==> src/rtl/phy_scan_pkg.sv <==
package phy_scan_pkg;
    localparam int PHY_AW = 5;
    localparam int REG_AW = 5;
    localparam int DATA_W = 16;
    localparam int ID_W   = 2 * DATA_W;

    localparam logic [REG_AW-1:0] REG_ID_HI  = 5'd2;
    localparam logic [REG_AW-1:0] REG_ID_LO  = 5'd3;
    localparam logic [DATA_W-1:0] NO_DEVICE  = 16'hFFFF;
    localparam logic [PHY_AW-1:0] LAST_PROBE = '1;

    typedef enum logic [1:0] {
        S_IDLE,
        S_ID_HI,
        S_ID_LO,
        S_GAP
    } scan_st_e;
endpackage

==> src/rtl/phy_gap_timer.sv <==
module phy_gap_timer #(
    parameter int WAIT_CYCLES = 1000000
) (
    input  logic clk,
    input  logic rst_n,
    input  logic run,
    output logic expired
);
    localparam int CW = $clog2(WAIT_CYCLES + 1);
    localparam logic [CW-1:0] LAST = CW'(WAIT_CYCLES - 1);

    logic [CW-1:0] cnt_d, cnt_q;

    always_comb begin
        cnt_d = '0;
        if (run && cnt_q != LAST) cnt_d = cnt_q + 1'b1;
    end

    always_ff @(posedge clk or negedge rst_n) begin
        if (!rst_n) cnt_q <= '0;
        else        cnt_q <= cnt_d;
    end

    assign expired = run && (cnt_q == LAST);

    AST_GAP_BOUND: assert property (@(posedge clk) disable iff (!rst_n)
        run |-> (cnt_q <= LAST));
endmodule

==> src/rtl/phy_id_match.sv <==
module phy_id_match #(
    parameter int NUM_IDS = 4,
    parameter logic [NUM_IDS*32-1:0] KNOWN_IDS = '0
) (
    input  logic [31:0] cand,
    output logic        hit
);
    logic [NUM_IDS:0]   live;
    logic [NUM_IDS-1:0] eq;

    assign live[0] = 1'b1;

    for (genvar i = 0; i < NUM_IDS; i++) begin : g_entry
        localparam logic [31:0] ENTRY = KNOWN_IDS[32*i +: 32];
        assign live[i+1] = live[i] && (ENTRY != 32'h0);
        assign eq[i]     = live[i+1] && (cand == ENTRY);
    end

    assign hit = |eq;
endmodule

==> src/rtl/phy_scan_seq.sv <==
module phy_scan_seq
    import phy_scan_pkg::*;
#(
    parameter int MAX_PASSES = 11
) (
    input  logic              clk,
    input  logic              rst_n,
    input  logic              start,
    input  logic              mdio_done,
    input  logic [DATA_W-1:0] mdio_rdata,
    input  logic              gap_over,
    input  logic              cand_known,
    output logic [ID_W-1:0]   cand_id,
    output logic              in_gap,
    output logic              mdio_req,
    output logic [PHY_AW-1:0] mdio_phy_addr,
    output logic [REG_AW-1:0] mdio_reg_addr,
    output logic [PHY_AW-1:0] phy_addr,
    output logic              phy_found,
    output logic [ID_W-1:0]   phy_id,
    output logic              id_known,
    output logic              not_found,
    output logic              scan_done
);
    localparam int PASS_W = (MAX_PASSES > 1) ? $clog2(MAX_PASSES) : 1;
    localparam logic [PASS_W-1:0] FINAL_PASS = PASS_W'(MAX_PASSES - 1);

    typedef struct packed {
        scan_st_e          st;
        logic [PHY_AW-1:0] probe;
        logic [PASS_W-1:0] pass;
        logic [DATA_W-1:0] hi;
        logic [PHY_AW-1:0] res_addr;
        logic              found;
        logic [ID_W-1:0]   id;
        logic              known;
        logic              nf;
        logic              done;
    } seq_t;

    seq_t q, d;

    localparam seq_t RESET_VAL = '{st: S_IDLE, probe: '0, pass: '0, hi: '0,
                                   res_addr: '1, found: 1'b0, id: '0,
                                   known: 1'b0, nf: 1'b0, done: 1'b0};

    assign cand_id = {q.hi, mdio_rdata};

    always_comb begin
        d      = q;
        d.done = 1'b0;
        unique case (q.st)
            S_IDLE: begin
                if (start) begin
                    if (q.found) begin
                        d.done = 1'b1;
                    end else begin
                        d.st       = S_ID_HI;
                        d.probe    = '0;
                        d.pass     = '0;
                        d.nf       = 1'b0;
                        d.known    = 1'b0;
                        d.id       = '0;
                        d.res_addr = '1;
                    end
                end
            end
            S_ID_HI: begin
                if (mdio_done) begin
                    if (mdio_rdata == NO_DEVICE) begin
                        if (q.probe != LAST_PROBE) begin
                            d.probe = q.probe + 1'b1;
                        end else if (q.pass == FINAL_PASS) begin
                            d.nf   = 1'b1;
                            d.done = 1'b1;
                            d.st   = S_IDLE;
                        end else begin
                            d.pass = q.pass + 1'b1;
                            d.st   = S_GAP;
                        end
                    end else begin
                        d.hi = mdio_rdata;
                        d.st = S_ID_LO;
                    end
                end
            end
            S_ID_LO: begin
                if (mdio_done) begin
                    d.id       = cand_id;
                    d.known    = cand_known;
                    d.found    = 1'b1;
                    d.res_addr = q.probe;
                    d.done     = 1'b1;
                    d.st       = S_IDLE;
                end
            end
            S_GAP: begin
                if (gap_over) begin
                    d.probe = '0;
                    d.st    = S_ID_HI;
                end
            end
            default: d = RESET_VAL;
        endcase
    end

    always_ff @(posedge clk or negedge rst_n) begin
        if (!rst_n) q <= RESET_VAL;
        else        q <= d;
    end

    assign in_gap        = (q.st == S_GAP);
    assign mdio_req      = (q.st == S_ID_HI) || (q.st == S_ID_LO);
    assign mdio_phy_addr = q.probe;
    assign mdio_reg_addr = (q.st == S_ID_LO) ? REG_ID_LO : REG_ID_HI;
    assign phy_addr      = q.res_addr;
    assign phy_found     = q.found;
    assign phy_id        = q.id;
    assign id_known      = q.known;
    assign not_found     = q.nf;
    assign scan_done     = q.done;

    AST_REQ_HOLD: assert property (@(posedge clk) disable iff (!rst_n)
        (mdio_req && !mdio_done) |=> (mdio_req && $stable(mdio_phy_addr) && $stable(mdio_reg_addr)));
    AST_NEXT_PROBE: assert property (@(posedge clk) disable iff (!rst_n)
        (mdio_req && mdio_reg_addr == REG_ID_HI && mdio_done && mdio_rdata == NO_DEVICE
         && mdio_phy_addr != LAST_PROBE)
        |=> (mdio_req && mdio_phy_addr == PHY_AW'($past(mdio_phy_addr) + 1'b1)));
    AST_SAME_ADDR_LO: assert property (@(posedge clk) disable iff (!rst_n)
        (mdio_req && mdio_reg_addr == REG_ID_HI && mdio_done && mdio_rdata != NO_DEVICE)
        |=> (mdio_req && mdio_reg_addr == REG_ID_LO && $stable(mdio_phy_addr)));
    AST_DONE_PULSE: assert property (@(posedge clk) disable iff (!rst_n)
        scan_done |=> !scan_done);
    AST_NF_RESULT: assert property (@(posedge clk) disable iff (!rst_n)
        not_found |-> (phy_addr == '1 && !phy_found && !id_known));
    AST_KNOWN_FOUND: assert property (@(posedge clk) disable iff (!rst_n)
        id_known |-> phy_found);
    AST_STORED_RETURN: assert property (@(posedge clk) disable iff (!rst_n)
        (!mdio_req && !in_gap && start && phy_found) |=> (scan_done && !mdio_req && $stable(phy_id)));
endmodule

==> src/rtl/mdio_phy_finder.sv <==
module mdio_phy_finder
    import phy_scan_pkg::*;
#(
    parameter int MAX_PASSES  = 11,
    parameter int WAIT_CYCLES = 1000000,
    parameter int NUM_IDS     = 4,
    parameter logic [NUM_IDS*32-1:0] KNOWN_IDS = {32'h0, 32'h0, 32'h00406322, 32'h0022561B}
) (
    input  logic        clk,
    input  logic        rst_n,
    input  logic        start,
    output logic        mdio_req,
    output logic [4:0]  mdio_phy_addr,
    output logic [4:0]  mdio_reg_addr,
    input  logic        mdio_done,
    input  logic [15:0] mdio_rdata,
    output logic [4:0]  phy_addr,
    output logic        phy_found,
    output logic [31:0] phy_id,
    output logic        id_known,
    output logic        not_found,
    output logic        scan_done
);
    logic          gap_run;
    logic          gap_over;
    logic          cand_known;
    logic [31:0]   cand_id;

    phy_gap_timer #(.WAIT_CYCLES(WAIT_CYCLES)) u_gap (
        .clk     (clk),
        .rst_n   (rst_n),
        .run     (gap_run),
        .expired (gap_over)
    );

    phy_id_match #(.NUM_IDS(NUM_IDS), .KNOWN_IDS(KNOWN_IDS)) u_match (
        .cand (cand_id),
        .hit  (cand_known)
    );

    phy_scan_seq #(.MAX_PASSES(MAX_PASSES)) u_seq (
        .clk           (clk),
        .rst_n         (rst_n),
        .start         (start),
        .mdio_done     (mdio_done),
        .mdio_rdata    (mdio_rdata),
        .gap_over      (gap_over),
        .cand_known    (cand_known),
        .cand_id       (cand_id),
        .in_gap        (gap_run),
        .mdio_req      (mdio_req),
        .mdio_phy_addr (mdio_phy_addr),
        .mdio_reg_addr (mdio_reg_addr),
        .phy_addr      (phy_addr),
        .phy_found     (phy_found),
        .phy_id        (phy_id),
        .id_known      (id_known),
        .not_found     (not_found),
        .scan_done     (scan_done)
    );

    AST_GAP_QUIET: assert property (@(posedge clk) disable iff (!rst_n)
        gap_run |-> !mdio_req);
endmodule

==> config.mk <==
export PLATFORM = sky130hd
export DESIGN_NAME = mdio_phy_finder
export DESIGN_NICKNAME = d
export VERILOG_FILES = /design/src/rtl/phy_scan_pkg.sv /design/src/rtl/phy_gap_timer.sv /design/src/rtl/phy_id_match.sv /design/src/rtl/phy_scan_seq.sv /design/src/rtl/mdio_phy_finder.sv
export SDC_FILE = /design/constraint.sdc
export NUM_CORES = 1
export LEC_CHECK = 0
export BUFFER_PORTS_ARGS = -buffer_cell sky130_fd_sc_hd__buf_2
export CAP_MARGIN = 40
export CORE_AREA = 2 2 98 100
export DETAILED_ROUTE_END_ITERATION = 8
export DIE_AREA = 0 0 100 102
export PLACE_DENSITY = 0.78
export RECOVER_POWER = 100
export SYNTH_ARGS = -nofsm -noshare
export SYNTH_HDL_FRONTEND = slang
export SYNTH_SLANG_ARGS = --single-unit
==> constraint.sdc <==
create_clock -name clk -period 1.93 [get_ports clk]
set_input_delay 0.0965 -clock clk [delete_from_list [all_inputs] [get_ports clk]]
set_output_delay 0.0965 -clock clk [all_outputs]
set_load 0.1 [all_outputs]
; Word level (Yosys, flattened, before mapping)
; Index checks and enable logic that the tools add are counted.
[op_classes]
addsub = 3
n_eq_ne = 21
mux = 33
bitwise = 1
n_reduce_logical = 15
[op_table]
columns = operator, n
row1 = case mux 33 bit (2 select lines), 1
row2 = 2-to-1 mux 39 bit, 1
row3 = 2-to-1 mux 35 bit, 1
row4 = 2-to-1 mux 34 bit, 1
row5 = "== test 32 x 22 -> 1 bit, second input constant", 1
row6 = "== test 32 x 23 -> 1 bit, second input constant", 1
row7 = 2-to-1 mux 27 bit, 1
row8 = 2-to-1 mux 11 bit, 2
row9 = AND reduction 7 bit, 3
row10 = "adder 20 x 1 -> 20 bit, second input constant", 1
row11 = "== test 20 bit, second input constant", 1
row12 = 2-to-1 mux 20 bit, 1
row13 = "!= test 20 bit, second input constant", 1
row14 = "== test 16 bit, second input constant", 1
row15 = 2-to-1 mux 16 bit, 1
row16 = 2-to-1 mux 2 bit, 8
row17 = 2-to-1 mux 5 bit, 3
row18 = case mux 5 bit (3 select lines), 1
row19 = "!= test 2 bit, second input constant", 7
row20 = case mux 5 bit (2 select lines), 1
row21 = 2-to-1 mux 9 bit, 1
row22 = 2-to-1 mux 4 bit, 2
row23 = case mux 2 bit (4 select lines), 1
row24 = case mux 4 bit (2 select lines), 1
row25 = 23 further kinds, 30
[totals]
register_bits = 88
in_bits = 20
out_inout_bits = 52
word_cells = 84

; Logic depth before layout (Yosys ltp)
[logic_depth]
depth_word = 6
depth_mapped = 9
ltp_nobuf = 8

; Cells and area by module
; From an unflattened synthesis, not the netlist that was laid out.
[unflattened]
hier_cells = 523
hier_area_um2 = 4873.4
[modules_own_cells]
columns = mod, n_inst, cells_each, area_each_um2, seq_area_each_um2
row1 = phy_scan_seq, 1, 399, 3737.3, 1707.9
row2 = phy_gap_timer, 1, 107, 1012.2, 500.5
row3 = phy_id_match, 1, 17, 123.9, 0.0

; Worst setup path after synthesis
; Ideal clock, no wire load.
[synth_timing]
path_kind = register to register
startpoint = register u_seq.q[66] (netlist name)
endpoint = register u_seq.q (netlist bit u_seq.id_known)
setup_time_ns = 0.133
arrival_time_ns = 2.459
t_required_ns = 1.797
slack_ns = -0.662
path_stages_with_launch = 10
path_buffers = 3
period_less_slack_ns = 2.592
cell_sequence = dfrtp_1 inv_1 ha_1 buf_2 and2_1 clkbuf_1 o21ai_2 clkbuf_1 nand2_1 o41ai_1
[synth_via]
elab_chain_len = 3
elab_cells_between_ends = 8
classes_between = eq/ne (4) / mux (1) / reduce/logical (3)
[synth_rtl]
columns = item, line_no
row1 = from (decl), phy_scan_seq.sv:41  ; seq_t q, d;
row2 = from (signal assigned), phy_scan_seq.sv:108  ; if (!rst_n) q <= RESET_VAL;
row3 = from (signal assigned), phy_scan_seq.sv:109  ; else q <= d;
row4 = == test 2 bit / zero test 2 bit (equally long branches), phy_scan_seq.sv:52  ; unique case (q.st)
row5 = != test 2 bit (no source line) / nonzero test 2 bit (equally long branches), --
row6 = AND reduction 4 bit (no source line), --
; Several ways; a longest one is shown, not always the timed one.
; A chain may end at the register's enable or synchronous reset.

; Worst setup path in the final report
[layout_timing]
startpoint = register u_seq.q (netlist bit u_seq.mdio_phy_addr[1])
endpoint = register u_seq.q[57] (netlist name)
[layout_via]
elab_chain_len = 3
[layout_rtl]
columns = item, line_no
row1 = != test 5 bit, phy_scan_seq.sv:71  ; if (q.probe != LAST_PROBE) begin
row2 = != test 2 bit (no source line), --
row3 = AND reduction 7 bit (no source line), --
; No other way between the ends.

==> impl_metrics.ini <==
[detailed_routing]
drc_errors = 0
ant_nets = 0
wl_per_cell_um = 15.7
wirelength_um = 9720
vias_per_cell = 5.45
drt_iter0_drc = 115
firstDrtPassIters = 4
num_vias = 3368

[clocking]
cts_buffers = 9
cts.sinks = 88
cts_tree = built
cts_root_buf = clkbuf_8
htreeDepth = 3
path_clk_slew_ps = 80
clockBufferDepth = 2
clk_latency_ps = 360

[cells_and_area]
layout_common_cells = nand2_1, dfrtp_1, nand3_1
syn_to_final_growth_pct = 12.3
diodes = 0
register_area_um2 = 2210
multi_input_area_um2 = 2050
final_core_util_pct = 56.5
mostFrequentLayoutCell = nand2_1
drive_gt1_share_pct = 26.2
fin_cells = 618
fillers = 788
finalInstanceArea_um2 = 5140
nets = 532

[placement]
dp_slack_ps = -37.1
hpwl_um = 6880
port_buffers = 67
gp_congestion = 0.872
dpl.cell_count = 597
placedInstanceArea_um2 = 4830

[global_route]
grt_pass1_vias = 3309
grt_max_degree = 54
grt_usage_pct = 19.8
antenna_found_initial = 0
grt_overflow = 0
grt_first_pass_wirelength_um = 15800

[setup_path]
worst_r2r_endpoint = u_seq.q[57]
cp_data_required_time_ps = 2240
path_max_fanout = 6
cp-start-kind = register
cp.arrival_ps = 2210
r2r_cells = 9
crit_top_cell = and3_4
rrSetupSlack_ps = 30
worst-path-buf-inv = 1
critPathTopFamily = simple AND/OR/NAND/NOR gates
cp_slowest_cell = dfrtp_1
critical_path_class = reg2reg
endpoint_kind = register
crit_chain = ha_2 -> and3_4 -> ha_4 -> and3_4 -> o2bb2ai_4 -> buf_4 -> or3_1 -> mux2i_1 -> a21o_1
reg2reg_from = u_seq.mdio_phy_addr[1]
max_stage_delay_ps = 370

[timing]
hold_viol = 0
finClkSkew_ps = 7.36
slew_headroom_pct = 21.9
period_minus_slack_ps = 1900
setup_viol = 0
max_freq_mhz = 527
rsz0062_at_grt = yes
finalCritPeriodShare_pct = 98.4
layout_setup_ws_ps = 31.3
tns_ps = 0
drv_slew = 0
finalHoldWorstSlack_ps = 7.85
worst_pin_slew_ps = 1180

[min_path]
holdPathStages = 3
worstHoldEndpoint = u_seq.phy_id[11]
hp-class = in2reg
hp-start = mdio_rdata[11]

[yosys]
synth_seq_cells = 88
syn_area_um2 = 4580
synth_warnings = 0
postSynth.asyncResetShare_pct = 100
syn_inst = 465
ys_types = 61
synth-edff-count = 0
ys_seq_area_share_pct = 48.2
synth_area_per_cell_um2 = 9.85
synthFlopType = dfrtp_1

[floorplan]
row_count = 35
die_w_um = 100
start_util_pct = 50.3
core_region_area_um2 = 9110
pin_count = 72
die_h_um = 102
die_area_um2 = 10200

[outcome]
status = complete, no violations

[power]
powerDensity_nw_per_um2 = 650
p_leak_nw = 2.59
power.total_mw = 3.34
ir_worst_vdd_mv = 0.353

[run]
max_cap_viol_count = 0
==> routing by layer <==
metal	share of wire [%]	vias up	GRT usage, %
met1	44	1647	25.7
met5	0	-	0
met2	50	93	33.6
li1	-	1617	-
met4	1.2	0	5.27
met3	4.9	11	4.72
==> worst min-delay path: cells and delay by family <==
family	cells	cell delay (ps)
buffers and inverters	1	130
and+or+nand+nor	2	120
==> how the worst max path moves through the flow <==
stage,start,to,cells after the start
final,u_seq.mdio_phy_addr[1],u_seq.q[57],9
after global routing,u_seq.mdio_phy_addr[1],u_seq.q[58],8
after CTS,u_seq.mdio_phy_addr[0],u_seq.q[60],7
after detailed placement,u_seq.q[67],u_seq.mdio_phy_addr[0],6
after global placement,u_seq.mdio_phy_addr[0],u_seq.q[60],7
after floorplan,u_seq.q[67],u_seq.mdio_phy_addr[0],5
==> cell usage after synthesis (6+ instances only) <==
cell | number | share of area, %
a21o_1 | 6 | 0.98
a21oi_1 | 7 | 0.76
and3_1 | 6 | 0.82
buf_4 | 48 | 7.9
clkbuf_1 | 12 | 0.98
dfrtp_1 | 83 | 45
ha_1 | 9 | 2.5
mux2_1 | 7 | 1.7
mux2_4 | 10 | 3.3
nand2_1 | 86 | 7.0
nand3_1 | 48 | 5.2
nand4_1 | 11 | 1.5
nor2_1 | 27 | 2.2
xnor2_1 | 8 | 1.5
xor2_1 | 10 | 1.9
==> logic make-up (layout without fill, tap and decap cells) <==
group                      Yosys count  count (layout)  share of synthesized area [%]
xor gates and xnor gates            18              18                           3.44
adders and majority gates            9               9                           2.46
and+or+nand+nor                    224             224                           24.9
muxes                               20              20                           5.68
buffers and inverters               70             110                           9.89
other                                2               4                          0.164
DFF                                 88              88                           48.2
AOI/OAI and AO/OA                   34              34                           5.33
==> layout make-up <==
type                    instances  area share (%)
clock buffers                  10            2.48
multi-input cells             309            39.8
flip-flops and latches         88            42.9
well taps                     111            2.70
repair buffers                 90            10.1
clock inverters                 5            1.61
inverters                       5           0.365
==> sequential cells by signal, indices dropped and copies added (netlist names) <==
name / cells
u_seq.scan_done: 1
u_seq.q: 6
u_seq.phy_addr: 5
u_seq.mdio_phy_addr: 5
u_seq.phy_id: 32
u_seq.not_found: 1
u_seq.phy_found: 1
u_gap.cnt_q: 20
u_seq.id_known: 1
u_seq.cand_id: 16
==> where the power goes <==
group	switching, mW	internal (mW)
Combinational	0.110	0.0241
Sequential	0.000000469	1.84
Clock	0.643	0.725
Total	0.753	2.59
==> repair_timing <==
action,CTS,global route
endpoints found under the hold margin,35,0
pin swaps,1,5
setup buffers,0,5
cloned,0,0
endpoints found under the setup margin,5,13
resized for setup,7,9
hold buffers,1,0
Power figures use the tool's default switching activity.
